`config.mk`:
```
export PLATFORM = sky130hd
export DESIGN_NAME = cb_bank_seq
export DESIGN_NICKNAME = d
export VERILOG_FILES = /design/src/rtl/cb_pkg.sv /design/src/rtl/cb_cell_lane.sv /design/src/rtl/cb_bank_ctrl.sv /design/src/rtl/cb_bank_seq.sv
export SDC_FILE = /design/constraint.sdc
export NUM_CORES = 1
export LEC_CHECK = 0
export BUFFER_PORTS_ARGS = -buffer_cell sky130_fd_sc_hd__buf_2
export CAP_MARGIN = 30
export CORE_UTILIZATION = 61
export CTS_BUF_LIST = sky130_fd_sc_hd__clkbuf_4 sky130_fd_sc_hd__clkbuf_8
export DETAILED_ROUTE_END_ITERATION = 12
export PLACE_DENSITY = 0.86
export SYNTH_ARGS = -nofsm -noshare
export SYNTH_HDL_FRONTEND = slang
export SYNTH_HIERARCHICAL = 1
export SYNTH_SLANG_ARGS = --single-unit
```
`constraint.sdc`:
```
create_clock -name clk -period 4.3 [get_ports clk]
set_input_delay 0.645 -clock clk [delete_from_list [all_inputs] [get_ports clk]]
set_output_delay 0.645 -clock clk [all_outputs]
set_load 0.02 [all_outputs]
```
`src/rtl/cb_pkg.sv`:
```
package cb_pkg;

  typedef enum logic [1:0] {
    SEQ_EVEN_ONLY  = 2'b00,
    SEQ_ODD_ONLY   = 2'b01,
    SEQ_ODD_FIRST  = 2'b10,
    SEQ_EVEN_FIRST = 2'b11
  } seq_mode_e;

  // Cell i+1 sits on bit i; bits 0, 2, 4 ... form the odd bank.
  function automatic logic [63:0] odd_bank_mask(input int n);
    logic [63:0] m;
    m = '0;
    for (int i = 0; i < n && i < 64; i += 2) m[i] = 1'b1;
    return m;
  endfunction

  function automatic logic [63:0] even_bank_mask(input int n);
    logic [63:0] m;
    m = '0;
    for (int i = 1; i < n && i < 64; i += 2) m[i] = 1'b1;
    return m;
  endfunction

endpackage

```
`src/rtl/cb_cell_lane.sv`:
```
module cb_cell_lane #(
  parameter int TIME_W = 8
) (
  input  logic              clk,
  input  logic              rst_n,
  input  logic              load_i,
  input  logic [TIME_W-1:0] time_i,
  input  logic              sel_i,
  input  logic              active_i,
  input  logic              run_en_i,
  input  logic              tick_i,
  input  logic              under_i,
  output logic              done_o,
  output logic              sw_o
);

  logic [TIME_W-1:0] timer_q;
  logic              done_q;
  logic              live;

  assign live = run_en_i & sel_i & ~done_q;

  always_ff @(posedge clk or negedge rst_n) begin
    if (!rst_n) begin
      timer_q <= '0;
      done_q  <= 1'b0;
    end else if (load_i) begin
      timer_q <= time_i;
      done_q  <= 1'b0;
    end else if (live) begin
      if (timer_q == '0) begin
        done_q <= 1'b1;
      end else if (active_i && under_i) begin
        done_q <= 1'b1;
      end else if (active_i && tick_i) begin
        timer_q <= timer_q - 1'b1;
      end
    end
  end

  assign done_o = done_q;
  assign sw_o   = live & active_i & (timer_q != '0);

endmodule

```
`src/rtl/cb_bank_ctrl.sv`:
```
module cb_bank_ctrl
  import cb_pkg::*;
#(
  parameter int NUM_CELLS = 6,
  parameter int DUTY_W    = 4
) (
  input  logic                 clk,
  input  logic                 rst_n,
  input  logic                 go_i,
  input  logic [1:0]           seq_mode_i,
  input  logic [DUTY_W-1:0]    duty_i,
  input  logic                 fault_stop_i,
  input  logic                 tick_i,
  input  logic                 pause_i,
  input  logic                 fault_i,
  input  logic [NUM_CELLS-1:0] done_i,
  output logic [NUM_CELLS-1:0] sel_mask_o,
  output logic [NUM_CELLS-1:0] act_mask_o,
  output logic                 run_en_o,
  output logic                 run_o,
  output logic                 all_done_o,
  output logic                 paused_o
);

  localparam logic [NUM_CELLS-1:0] ODD_M  = NUM_CELLS'(odd_bank_mask(NUM_CELLS));
  localparam logic [NUM_CELLS-1:0] EVEN_M = NUM_CELLS'(even_bank_mask(NUM_CELLS));

  seq_mode_e         seq_q;
  logic [DUTY_W-1:0] duty_q;
  logic [DUTY_W-1:0] cnt_q;
  logic              fstop_q;
  logic              run_q;
  logic              fin_q;
  logic              on_even_q;

  logic odd_fin, even_fin, all_fin, cur_fin, oth_fin, stop_now, period_end;

  always_comb begin
    sel_mask_o = '0;
    if (seq_q != SEQ_EVEN_ONLY) sel_mask_o = sel_mask_o | ODD_M;
    if (seq_q != SEQ_ODD_ONLY)  sel_mask_o = sel_mask_o | EVEN_M;
  end

  assign odd_fin    = &(done_i | ~(sel_mask_o & ODD_M));
  assign even_fin   = &(done_i | ~(sel_mask_o & EVEN_M));
  assign all_fin    = odd_fin & even_fin;
  assign cur_fin    = on_even_q ? even_fin : odd_fin;
  assign oth_fin    = on_even_q ? odd_fin : even_fin;
  assign stop_now   = fault_i & fstop_q;
  assign period_end = (duty_q != '0) && tick_i && (cnt_q == duty_q - 1'b1);

  always_ff @(posedge clk or negedge rst_n) begin
    if (!rst_n) begin
      seq_q     <= SEQ_EVEN_ONLY;
      duty_q    <= '0;
      cnt_q     <= '0;
      fstop_q   <= 1'b0;
      run_q     <= 1'b0;
      fin_q     <= 1'b0;
      on_even_q <= 1'b0;
    end else if (go_i) begin
      seq_q     <= seq_mode_e'(seq_mode_i);
      duty_q    <= duty_i;
      fstop_q   <= fault_stop_i;
      cnt_q     <= '0;
      run_q     <= 1'b1;
      fin_q     <= 1'b0;
      on_even_q <= (seq_mode_i == SEQ_EVEN_ONLY) || (seq_mode_i == SEQ_EVEN_FIRST);
    end else if (run_q && !pause_i) begin
      if (stop_now || all_fin) begin
        run_q <= 1'b0;
        fin_q <= 1'b1;
      end else if (cur_fin) begin
        on_even_q <= ~on_even_q;
        cnt_q     <= '0;
      end else if (duty_q != '0 && tick_i) begin
        if (period_end) begin
          cnt_q <= '0;
          if (!oth_fin) on_even_q <= ~on_even_q;
        end else begin
          cnt_q <= cnt_q + 1'b1;
        end
      end
    end
  end

  assign act_mask_o = on_even_q ? EVEN_M : ODD_M;
  assign run_en_o   = run_q & ~pause_i & ~stop_now;
  assign run_o      = run_q;
  assign all_done_o = fin_q;
  assign paused_o   = run_q & pause_i;

endmodule

```
`src/rtl/cb_bank_seq.sv`:
```
module cb_bank_seq
  import cb_pkg::*;
#(
  parameter int NUM_CELLS = 6,
  parameter int TIME_W    = 8,
  parameter int DUTY_W    = 4
) (
  input  logic                        clk,
  input  logic                        rst_n,
  input  logic                        go_i,
  input  logic [NUM_CELLS*TIME_W-1:0] cell_time_i,
  input  logic [1:0]                  seq_mode_i,
  input  logic [DUTY_W-1:0]           duty_i,
  input  logic                        fault_stop_i,
  input  logic                        tick_i,
  input  logic                        pause_i,
  input  logic                        fault_i,
  input  logic [NUM_CELLS-1:0]        under_thr_i,
  output logic [NUM_CELLS-1:0]        sw_en_o,
  output logic [NUM_CELLS-1:0]        done_o,
  output logic                        run_o,
  output logic                        all_done_o,
  output logic                        paused_o
);

  logic [NUM_CELLS-1:0] sel_mask;
  logic [NUM_CELLS-1:0] act_mask;
  logic                 run_en;

  cb_bank_ctrl #(
    .NUM_CELLS(NUM_CELLS),
    .DUTY_W   (DUTY_W)
  ) u_ctrl (
    .clk         (clk),
    .rst_n       (rst_n),
    .go_i        (go_i),
    .seq_mode_i  (seq_mode_i),
    .duty_i      (duty_i),
    .fault_stop_i(fault_stop_i),
    .tick_i      (tick_i),
    .pause_i     (pause_i),
    .fault_i     (fault_i),
    .done_i      (done_o),
    .sel_mask_o  (sel_mask),
    .act_mask_o  (act_mask),
    .run_en_o    (run_en),
    .run_o       (run_o),
    .all_done_o  (all_done_o),
    .paused_o    (paused_o)
  );

  for (genvar g = 0; g < NUM_CELLS; g++) begin : g_lane
    cb_cell_lane #(
      .TIME_W(TIME_W)
    ) u_lane (
      .clk     (clk),
      .rst_n   (rst_n),
      .load_i  (go_i),
      .time_i  (cell_time_i[g*TIME_W +: TIME_W]),
      .sel_i   (sel_mask[g]),
      .active_i(act_mask[g]),
      .run_en_i(run_en),
      .tick_i  (tick_i),
      .under_i (under_thr_i[g]),
      .done_o  (done_o[g]),
      .sw_o    (sw_en_o[g])
    );
  end

endmodule

```
==> flow_metrics.env <==
export IMPL_status="completed"
export IMPL_cts_buffers=9
export IMPL_async_flop_share_pct=100
export IMPL_hold_class="in -> async"
export IMPL_placed_area_mm2=0.00521
export IMPL_synth_avg_cell_area_um2=9.36
export IMPL_seq_area_mm2=0.00170
export IMPL_dieHeight_um=90.6
export IMPL_hold_slack_ns=0.247
export IMPL_cts_resized=0
export IMPL_cts_clk_slew_worst_paths_ns=0.08
export IMPL_fmax_mhz=352
export IMPL_routabilityCongestion=0.873
export IMPL_yosysUniqueCellTypes=61
export IMPL_final_common_cell="buf_2"
export IMPL_met3_usage_pct=3.79
export IMPL_cts_setup_buffers=0
export IMPL_cts_max_level=3
export IMPL_die_area_mm2=0.00820
export IMPL_cap_violations=0
export IMPL_fin_cells=682
export IMPL_relSlewSlack_pct=44.7
export IMPL_drc=0
export IMPL_clock_sinks=68
export IMPL_grt_usage_pct=28.0
export IMPL_syn_num_nets=593
export IMPL_grt_pass1_vias=4084
export IMPL_leakagePower_nw=2.22
export IMPL_grt_overflow_total=0
export IMPL_synth_xor_area_share_pct=4.94
export IMPL_insertion_delay_ns=0.35
export IMPL_vias_per_cell=6.14
export IMPL_synth_top_area_cell="dfrtp_1"
export IMPL_die_x_um=90.6
export IMPL_cts_buffer_depth=2
export IMPL_worst_ep_arrival_time_ns=2.20
export IMPL_cp_required_ns=3.65
export IMPL_grt_use_met2_pct=47.2
export IMPL_dp_hpwl_um=7740
export IMPL_setup_tns_ns=0
export IMPL_start_util_pct=64.6
export IMPL_rsz0062_at_grt="false"
export IMPL_ioPinCount=82
export IMPL_synth_top_family_by_area="compound AO/OA/AOI/OAI gates"
export IMPL_worstPathMaxFanout=13
export IMPL_finalCritPeriodShare_pct=66.1
export IMPL_io_buffer_count=81
export IMPL_syn2layout_area_growth_pct=13.5
export IMPL_hold_violations=0
export IMPL_hold_buffers=0
export IMPL_ir_drop_mv=0.177
export IMPL_p_per_area_mw_per_mm2=340
export IMPL_drtIter0Drc=253
export IMPL_finalClockSkew_ns=0.0104
export IMPL_core_area_mm2=0.00741
export IMPL_cts_tree="done"
export IMPL_ys_flop_type="dfrtp_1"
export IMPL_antenna_found_initial=0
export IMPL_drive_gt1_share_pct=24.7
export IMPL_nFillCells=557
export IMPL_yosys_warnings=6
export IMPL_grt_first_pass_wirelength_um=18600
export IMPL_synth_compound_area_share_pct=24.8
export IMPL_period_needed_ns=2.84
export IMPL_worst_pin_slew_ns=0.822
export IMPL_synthSimpleGateAreaFrac_pct=23.4
export IMPL_postRouteAntennaNets=0
export IMPL_synth_area_mux_share_pct=2.22
export IMPL_synth_edff_count=0
export IMPL_gr_max_usage_layer="met2"
export IMPL_grt_max_degree=83
export IMPL_nets=660
export IMPL_post_drt_wl_per_cell_um=15.8
export IMPL_slew_viol_final=0
export IMPL_syn_inst=511
export IMPL_cts_root_buffer="clkbuf_8"
export IMPL_finalSetupViolCount=0
export IMPL_netlist_area_leader_share_pct=35.6
export IMPL_num_vias=4186
export IMPL_antenna_cells=0
export IMPL_start_kind="input port"
export IMPL_ys_seq_elements=68
export IMPL_setup_worst_path_class="in -> out"
export IMPL_dr_pass1_iters=5
export IMPL_dp_cells=666
export IMPL_core_rowCount=31
export IMPL_use_met1_pct=35.8
export IMPL_synth_area_mm2=0.00478
export IMPL_multi_input_area_mm2=0.00284
export IMPL_total_power_mw=1.85
export IMPL_final_area_mm2=0.00543
export IMPL_end_kind="output port"
export IMPL_totalWireLength_um=10800
export IMPL_synthTopCellsByArea="dfrtp_1 (36%), xnor2_1 (4.4%), ha_1 (3.9%)"
export IMPL_final_cell_mix="buf_2 (80), dfrtp_1 (68), nand2_1 (43), o21ai_0 (29), inv_1 (27)"
export IMPL_ys_seq_area_share_pct=35.6
export IMPL_synth_adder_area_share_pct=3.92
-- path summary, 6_finish.rpt --
check	start	slack (ns)	to	cells after the start
setup reg to reg	u_ctrl/run_o	1.92	g_lane[5].u_lane/timer_q[7]	7
max in group asynchronous	rst_n	3.05	u_ctrl/duty_q[2]	2
hold / removal	rst_n	0.25	g_lane[3].u_lane/timer_q[3]	1
hold reg to reg	u_ctrl/all_done_o	0.55	u_ctrl/all_done_o	2
setup / recovery	pause_i	1.46	sw_en_o[0]	7
min in group clk	cell_time_i[29]	0.50	g_lane[3].u_lane/timer_q[5]	3
-- per-stage QoR --
| stage | setup WS (ns) | util (%) |
|---|---|---|
| finish | 1.46 | 73.3 |
| global route | 1.30 | 73.3 |
| CTS | 1.47 | 73.3 |
| detailed placement | 1.47 | 70.3 |
| global placement | 1.57 | 70.3 |
| floorplan | 1.45 | - |
-- cell families after synthesis --
kind of cell	after synthesis
XOR/XNOR	27
flip-flops	68
AO/OA/AOI/OAI	148
adder cells (fa/ha/maj)	15
AND/OR/NAND/NOR	188
buffers and inverters	55
multiplexers	10
-- where the power goes --
group          total, mW  internal (mW)  switching, mW
Clock              0.596          0.355          0.241
Sequential         0.797          0.707         0.0901
Combinational      0.456          0.195          0.261
-- synth_stat cells (15+ instances only) --
| master | number |
|---|---|
| nor4_1 | 21 |
| nor2_1 | 18 |
| inv_1 | 27 |
| dfrtp_1 | 68 |
| o21ai_1 | 17 |
| nand3_1 | 20 |
| xnor2_1 | 24 |
| ha_1 | 15 |
| nand2b_1 | 16 |
| o21ai_0 | 29 |
| nor2b_1 | 16 |
| o31a_1 | 15 |
| nand2_1 | 43 |
-- cell type report --
class / count / share of cell area [%]
clock buffer: 12 / 2.81
clock inverter: 4 / 1.34
inverter: 27 / 1.87
multi-input combinational: 388 / 52.2
sequential: 68 / 31.3
tap: 99 / 2.28
timing repair buffer: 84 / 8.15
-- state kept, by name, indices dropped and copies added (netlist names) --
register and cells:
u_ctrl/fstop_q 1, u_ctrl/on_even_q 1, u_ctrl/all_done_o 1, g_lane.u_lane/timer_q 48
u_ctrl/duty_q 4, u_ctrl/run_o 1, u_ctrl/cnt_q 4, g_lane.u_lane/done_o 6
u_ctrl/seq_q 2
-- layer usage --
layer | vias to the layer above | part of all wire [%] | wire, µm
li1 | 2029 | - | -
met2 | 103 | 49 | 5300
met3 | 23 | 3.4 | 370
met4 | 0 | 2.5 | 267
met5 | - | 0 | 0
met1 | 2031 | 45 | 4850
-- worst max-delay path: stages --
cell and delay, ns:
buf_2 0.11, nand2b_1 0.14, a21oi_1 0.34, buf_4 0.29, nand4b_1 0.25, a21oi_1 0.22
buf_2 0.19
Power figures use the tool's default switching activity.
